==> config.mk <==
export PLATFORM = sky130hd
export DESIGN_NAME = rt_status_reg
export DESIGN_NICKNAME = d
export VERILOG_FILES = /design/src/rtl/rt_status_reg.sv
export SDC_FILE = /design/constraint.sdc
export NUM_CORES = 1
export LEC_CHECK = 0
export BUFFER_PORTS_ARGS = -buffer_cell sky130_fd_sc_hd__buf_4
export CORE_AREA = 8 8 63 65
export CTS_CLUSTER_DIAMETER = 80
export DETAILED_ROUTE_END_ITERATION = 6
export DIE_AREA = 0 0 71 73
export PLACE_DENSITY_LB_ADDON = 0.15
export SYNTH_ARGS = -nofsm -noshare
export SYNTH_HDL_FRONTEND = slang
export SYNTH_SLANG_ARGS = --single-unit
==> constraint.sdc <==
create_clock -name clk -period 1.77 [get_ports clk]
set_input_delay 0.354 -clock clk [delete_from_list [all_inputs] [get_ports clk]]
set_output_delay 0.354 -clock clk [all_outputs]
set_load 0.02 [all_outputs]
==> src/rtl/rt_status_reg.sv <==
module rt_status_reg #(
  parameter int SYNC_STAGES = 2,
  parameter int STAT_WIN    = 6,
  parameter int STB_OFS     = 2,
  parameter int STB_LEN     = 2,
  parameter int GBR_LEN     = 6
) (
  input  logic        clk,
  input  logic        rst_n,
  input  logic [4:0]  term_addr,
  input  logic        srq_n,
  input  logic        busy_n,
  input  logic        ssflag_n,
  input  logic        rtflag_n,
  input  logic        dbc_acc_n,
  input  logic        illcmd_n,
  input  logic        in_cmd,
  input  logic        new_grant,
  input  logic        fmt_err,
  input  logic        status_upd,
  input  logic        cmd_dbc,
  input  logic        cmd_bcast,
  input  logic        cmd_tx,
  input  logic        cmd_mode,
  input  logic        data_need,
  input  logic        rx_done,
  input  logic        wc_ok,
  input  logic        stat_go,
  output logic [15:0] status_word,
  output logic        msg_err_n,
  output logic        host_req_n,
  output logic        stat_en_n,
  output logic        strobe_n,
  output logic [15:0] bus_data,
  output logic        gbr_n
);
  localparam int CW = $clog2(STAT_WIN + 1);
  localparam int GW = $clog2(GBR_LEN + 1);
  localparam logic [CW-1:0] WIN_V = CW'(STAT_WIN);
  localparam logic [CW-1:0] OFS_V = CW'(STB_OFS);
  localparam logic [CW-1:0] END_V = CW'(STB_OFS + STB_LEN);
  localparam logic [CW-1:0] ONE_C = CW'(1);
  localparam logic [GW-1:0] GLEN_V = GW'(GBR_LEN);
  localparam logic [GW-1:0] GONE_C = GW'(1);

  // synchronizer: {ill, dbc, rtf, ssf, busy, srq}
  logic [5:0] sync_q [SYNC_STAGES];
  logic [5:0] s_n;
  always_ff @(posedge clk or negedge rst_n) begin
    if (!rst_n) begin
      for (int i = 0; i < SYNC_STAGES; i++) sync_q[i] <= '1;
    end else begin
      sync_q[0] <= {illcmd_n, dbc_acc_n, rtflag_n, ssflag_n, busy_n, srq_n};
      for (int i = 1; i < SYNC_STAGES; i++) sync_q[i] <= sync_q[i-1];
    end
  end
  assign s_n = sync_q[SYNC_STAGES-1];

  logic in_cmd_d, cmd_rise;
  logic ill_q, me_q, fe_q;
  logic ill_hit;
  assign cmd_rise = in_cmd & ~in_cmd_d;
  assign ill_hit  = cmd_rise & ~s_n[5];

  always_ff @(posedge clk or negedge rst_n) begin
    if (!rst_n) begin
      in_cmd_d <= 1'b0;
      ill_q    <= 1'b0;
      me_q     <= 1'b0;
      fe_q     <= 1'b0;
    end else begin
      in_cmd_d <= in_cmd;
      if (cmd_rise)       ill_q <= ~s_n[5];
      else if (new_grant) ill_q <= 1'b0;
      if (fmt_err | ill_hit) me_q <= 1'b1;
      else if (new_grant)    me_q <= 1'b0;
      if (fmt_err)        fe_q <= 1'b1;
      else if (new_grant) fe_q <= 1'b0;
    end
  end

  // captured flags: {srq, bcast, busy, ssf, dbca, tf}
  logic srq_q, bc_q, busy_q, ssf_q, dbca_q, tf_q;
  always_ff @(posedge clk or negedge rst_n) begin
    if (!rst_n) begin
      {srq_q, bc_q, busy_q, ssf_q, dbca_q, tf_q} <= '0;
    end else if (status_upd) begin
      srq_q  <= ~s_n[0];
      busy_q <= ~s_n[1];
      ssf_q  <= ~s_n[2];
      tf_q   <= ~s_n[3];
      dbca_q <= ~s_n[4] & cmd_dbc & ~ill_q;
      bc_q   <= cmd_bcast;
    end
  end

  assign status_word = {term_addr, me_q, 1'b0, srq_q, 3'b000,
                        bc_q, busy_q, ssf_q, dbca_q, tf_q};
  assign msg_err_n   = ~fe_q;
  assign host_req_n  = ~(data_need & ~(busy_q & cmd_tx));

  // status presentation window
  logic [CW-1:0] win_cnt, phase;
  logic          win_on;
  always_ff @(posedge clk or negedge rst_n) begin
    if (!rst_n)                    win_cnt <= '0;
    else if (win_cnt != '0)        win_cnt <= win_cnt - ONE_C;
    else if (stat_go)              win_cnt <= WIN_V;
  end
  assign win_on    = (win_cnt != '0);
  assign phase     = WIN_V - win_cnt;
  assign stat_en_n = ~win_on;
  assign strobe_n  = ~(win_on && phase >= OFS_V && phase < END_V);
  assign bus_data  = win_on ? status_word : '0;

  // good block received
  logic [GW-1:0] gbr_cnt;
  logic          gbr_ok;
  assign gbr_ok = rx_done & ~cmd_tx & ~cmd_mode & wc_ok & ~me_q & ~fmt_err;
  always_ff @(posedge clk or negedge rst_n) begin
    if (!rst_n)              gbr_cnt <= '0;
    else if (gbr_ok)         gbr_cnt <= GLEN_V;
    else if (gbr_cnt != '0)  gbr_cnt <= gbr_cnt - GONE_C;
  end
  assign gbr_n = (gbr_cnt == '0);

  a_r7_err_sets: assert property (@(posedge clk) disable iff (!rst_n)
    fmt_err |=> !msg_err_n);
  a_r7_err_clears: assert property (@(posedge clk) disable iff (!rst_n)
    new_grant && !fmt_err |=> msg_err_n);
  a_r6_ill_not_on_flag: assert property (@(posedge clk) disable iff (!rst_n)
    msg_err_n && !fmt_err |=> msg_err_n);
  a_r3_flags_hold: assert property (@(posedge clk) disable iff (!rst_n)
    !status_upd |=> $stable(status_word[9:0] & 10'h1FF));
  a_r8_busy_blocks_tx: assert property (@(posedge clk) disable iff (!rst_n)
    status_word[3] && cmd_tx |-> host_req_n);
  a_r9_strobe_in_window: assert property (@(posedge clk) disable iff (!rst_n)
    !strobe_n |-> !stat_en_n);
  a_r10_no_gbr_bad_cmd: assert property (@(posedge clk) disable iff (!rst_n)
    gbr_n && rx_done && (cmd_tx || cmd_mode || !wc_ok) |=> gbr_n);
endmodule

==> parameters.txt <==
Parameter                              Value

Run status
  Failing checks ... setup timing
  Status ... finished with violations

Setup path
  Largest fanout on the critical path ... 3
  Arrival time at the worst endpoint ... 1.50 ns
  Required time at the endpoint of the critical path ... 1.42 ns
  Type of origin of the critical path ... register
  Nature of the critical path endpoint ... output pin
  Setup CP Type ... reg -> out

Place
  Number of port buffers ... 53
  Global placer's final weighted congestion ... 0.727
  Post-DP Area ... 1600 µm²
  Setup WS pre-CTS ... 0.150 ns
  Final HPWL DP ... 2090 µm

Timing
  Worst slack on hold paths ... ~0.12 ns
  FMAX ... approximately 0.54 GHz
  Number of endpoints with negative hold slack in the final report ... 0
  Time the worst path needs with I/O delays and setup ... 1.86 ns
  Worst setup skew after layout ... between 0.005 and 0.006 ns
  Period Utilization, post-route ... 105%
  Worst-case setup margin in the final layout ... -0.0862 ns
  Max-slew violation count ... 0
  Final setup viols ... 9
  RSZ-0062 raised after global routing ... true

Floorplanning
  Overall die width ... 71 µm
  Top Ports ... 62
  Number of rows created at floorplan ... 20
  Core area ... roughly 3000 µm²
  Die Y ... 73 µm
  Full die area ... 5180 µm²
  Initial standard-cell utilization of the core ... 43.7%

Cells and area
  Number of antenna repair diodes ... 0
  Post-route standard cell area excluding fillers ... around 1800 µm²
  Area added between synthesis and finish ... 41.9%
  Nets ... 202
  Most common library cell in the layout ignoring fill and taps ... sky130_fd_sc_hd__buf_4
  Most used cells in the layout excluding fill and tap cells ... 49 x sky130_fd_sc_hd__buf_4, 16 x sky130_fd_sc_hd__dfrtp_1, 13 x sky130_fd_sc_hd__buf_6
  Finished Core Util ... 62.0%
  Fraction of final layout cells sized beyond drive strength 1 ... 59.4%

Clocking
  CTS tree ... yes
  Source-to-sink clock delay at the later pin of the worst-skew pair ... around 0.32 ns
  CTS max path bufs ... 2
  Clk root buf ... sky130_fd_sc_hd__clkbuf_4
  Register clock-pin slew on the reported worst setup and hold paths ... roughly 0.13 ns
  Total clock sinks ... 28
  H-Tree Depth ... 1
  Number of buffers created by CTS ... 3

Drt
  Via/cell ratio ... approximately 4.6
  Detailed-route DRC error count ... 0
  Met3 Wirelength ... 205 µm
  Number of DRC violations after detailed-routing iteration 0 ... 12
  Post-DRT Antenna Nets ... 0
  Vias post-DR ... between 900 and 1k
  First-pass iteration count of the detailed router ... 3
  Detail Route met2 WL ... 1700 µm
  Uppermost routed layer ... met4
  WL/cell ... 14.3 µm
  Met1 wire length ... 969 µm
  Total Routed Length ... 2910 µm

Yosys
  Yosys synthesis warning count ... 0
  Distinct cell type count of the synthesized netlist ... 28
  Sequential fraction of the synthesis area ... 55.5%
  Post-synthesis area per instance ... roughly 11 µm²
  Flops & latches, synth ... 28
  Count of mapped cells out of synthesis ... ~120
  Synthesized cell area ... 1290 µm²

GRT
  First-pass GRT wire length ... 4220 µm
  GRT Util Overall ... between 10% and 20%
  Number of antenna violations at the first check in global routing ... 0
  Vias in the first global route ... 990
  Aggregate global routing overflow ... 0
  Maximum number of pins on one net before global-route repair ... 29

Pwr
  Total power draw ... 2.43 mW
  Largest voltage drop on the vdd net ... 0.447 mV
  PD cells ... ~1300 nW/µm²
  Static leakage ... 0.900 nW

Flow run
  Maximum Capacitance Violations ... 0

Min path
  HP Class ... in -> reg
## area by class of cell
type | instances | area (µm²)
multi-input combinational | 67 | 490
timing repair buffer | 63 | 524
fill | 241 | 1120
clock buffer | 3 | 22.5
tap | 33 | 41.3
inverter | 9 | 36.3
sequential | 28 | 716
## path summary, 6_finish.rpt
path / depth (start not counted) / endpoint / slack, ns / startpoint
max: 5 / strobe_n / -0.09 / win_cnt[1]
min in group asynchronous: 2 / in_cmd_d / 0.47 / rst_n
min reg2reg: 0 / s_n[2] / 0.36 / sync_q[8]
min: 1 / sync_q[6] / 0.12 / srq_n
max reg2reg: 6 / win_cnt[0] / 0.35 / win_cnt[1]
max in group asynchronous: 2 / sync_q[7] / 1.01 / rst_n
## cells in the mapped netlist
master | number | area [µm²]
sky130_fd_sc_hd__a211oi_1 | 1 | 7.51
sky130_fd_sc_hd__a21o_1 | 1 | 7.51
sky130_fd_sc_hd__a21oi_1 | 7 | 35.0
sky130_fd_sc_hd__a31oi_1 | 1 | 6.26
sky130_fd_sc_hd__and2_1 | 12 | 75.1
sky130_fd_sc_hd__buf_2 | 2 | 10.0
sky130_fd_sc_hd__buf_4 | 20 | 150
sky130_fd_sc_hd__conb_1 | 1 | 3.75
sky130_fd_sc_hd__dfrtp_1 | 16 | 400
sky130_fd_sc_hd__dfstp_2 | 12 | 315
sky130_fd_sc_hd__ha_1 | 5 | 62.6
sky130_fd_sc_hd__inv_1 | 9 | 33.8
sky130_fd_sc_hd__mux2_2 | 1 | 11.3
sky130_fd_sc_hd__mux2i_1 | 1 | 10.0
sky130_fd_sc_hd__nand2_1 | 4 | 15.0
sky130_fd_sc_hd__nand2b_1 | 2 | 12.5
sky130_fd_sc_hd__nand2b_4 | 1 | 13.8
sky130_fd_sc_hd__nand3_1 | 3 | 15.0
sky130_fd_sc_hd__nor2_1 | 7 | 26.3
sky130_fd_sc_hd__nor2b_1 | 1 | 6.26
sky130_fd_sc_hd__nor2b_2 | 1 | 8.76
sky130_fd_sc_hd__nor3_1 | 1 | 5.00
sky130_fd_sc_hd__nor4_1 | 2 | 12.5
sky130_fd_sc_hd__o211ai_1 | 1 | 7.51
sky130_fd_sc_hd__o21ai_0 | 3 | 15.0
sky130_fd_sc_hd__o21ai_2 | 1 | 8.76
sky130_fd_sc_hd__or3_1 | 1 | 6.26
sky130_fd_sc_hd__xnor2_1 | 1 | 8.76
## critical path, stage by stage (launching register included)
cell and delay (ns):
sky130_fd_sc_hd__dfrtp_1 0.42, sky130_fd_sc_hd__inv_2 0.07, sky130_fd_sc_hd__ha_4 0.29, sky130_fd_sc_hd__nand2b_1 0.07, sky130_fd_sc_hd__a31oi_1 0.17, sky130_fd_sc_hd__buf_4 0.16
## layer usage
| layer | vias to the layer above | track usage (%) |
|---|---|---|
| met5 | - | 0 |
| met4 | 0 | 5.31 |
| met3 | 4 | 4.26 |
| li1 | 452 | - |
| met1 | 449 | 8.72 |
| met2 | 37 | 20.0 |
## power breakdown
group | internal, mW | total, mW | switching (mW)
Clock | 0.0798 | 0.246 | 0.166
Combinational | 0.701 | 1.33 | 0.630
Sequential | 0.758 | 0.851 | 0.0933
## logic make-up (layout without fill, tap and decap cells)
logic type,after synthesis,in the layout,synth area share (%)
buf+inv,31,75,15.0
compound gates,15,15,6.79
mux,2,2,1.65
xor+xnor,1,1,0.679
fa+ha+maj,5,5,4.85
simple gates,35,36,15.2
other cells,1,8,0.291
flops,28,28,55.5
## flip-flops by register name, summed over array words and instances, names as in the netlist
register / cells
me_q: 1
bc_q: 1
srq_q: 1
sync_q: 6
fe_q: 1
ill_q: 1
ssf_q: 1
s_n: 6
busy_q: 1
gbr_cnt: 3
win_cnt: 3
tf_q: 1
dbca_q: 1
in_cmd_d: 1
## through the flow
stage	TNS (ns)	std cells
final	-0.428	203
after global routing	-1.28	203
after CTS	-0.470	199
after detailed placement	0	189
after global placement	0	189
after floorplan	0	125
## what timing repair did
action	CTS	global route
cloned	0	1
gates resized for setup	11	27
pin swaps	5	8
endpoints found under the hold margin	16	0
hold buffers	1	0
setup buffers	6	3
endpoints found under the setup margin	14	15
Note: power is estimated with default switching activity, not from simulation.
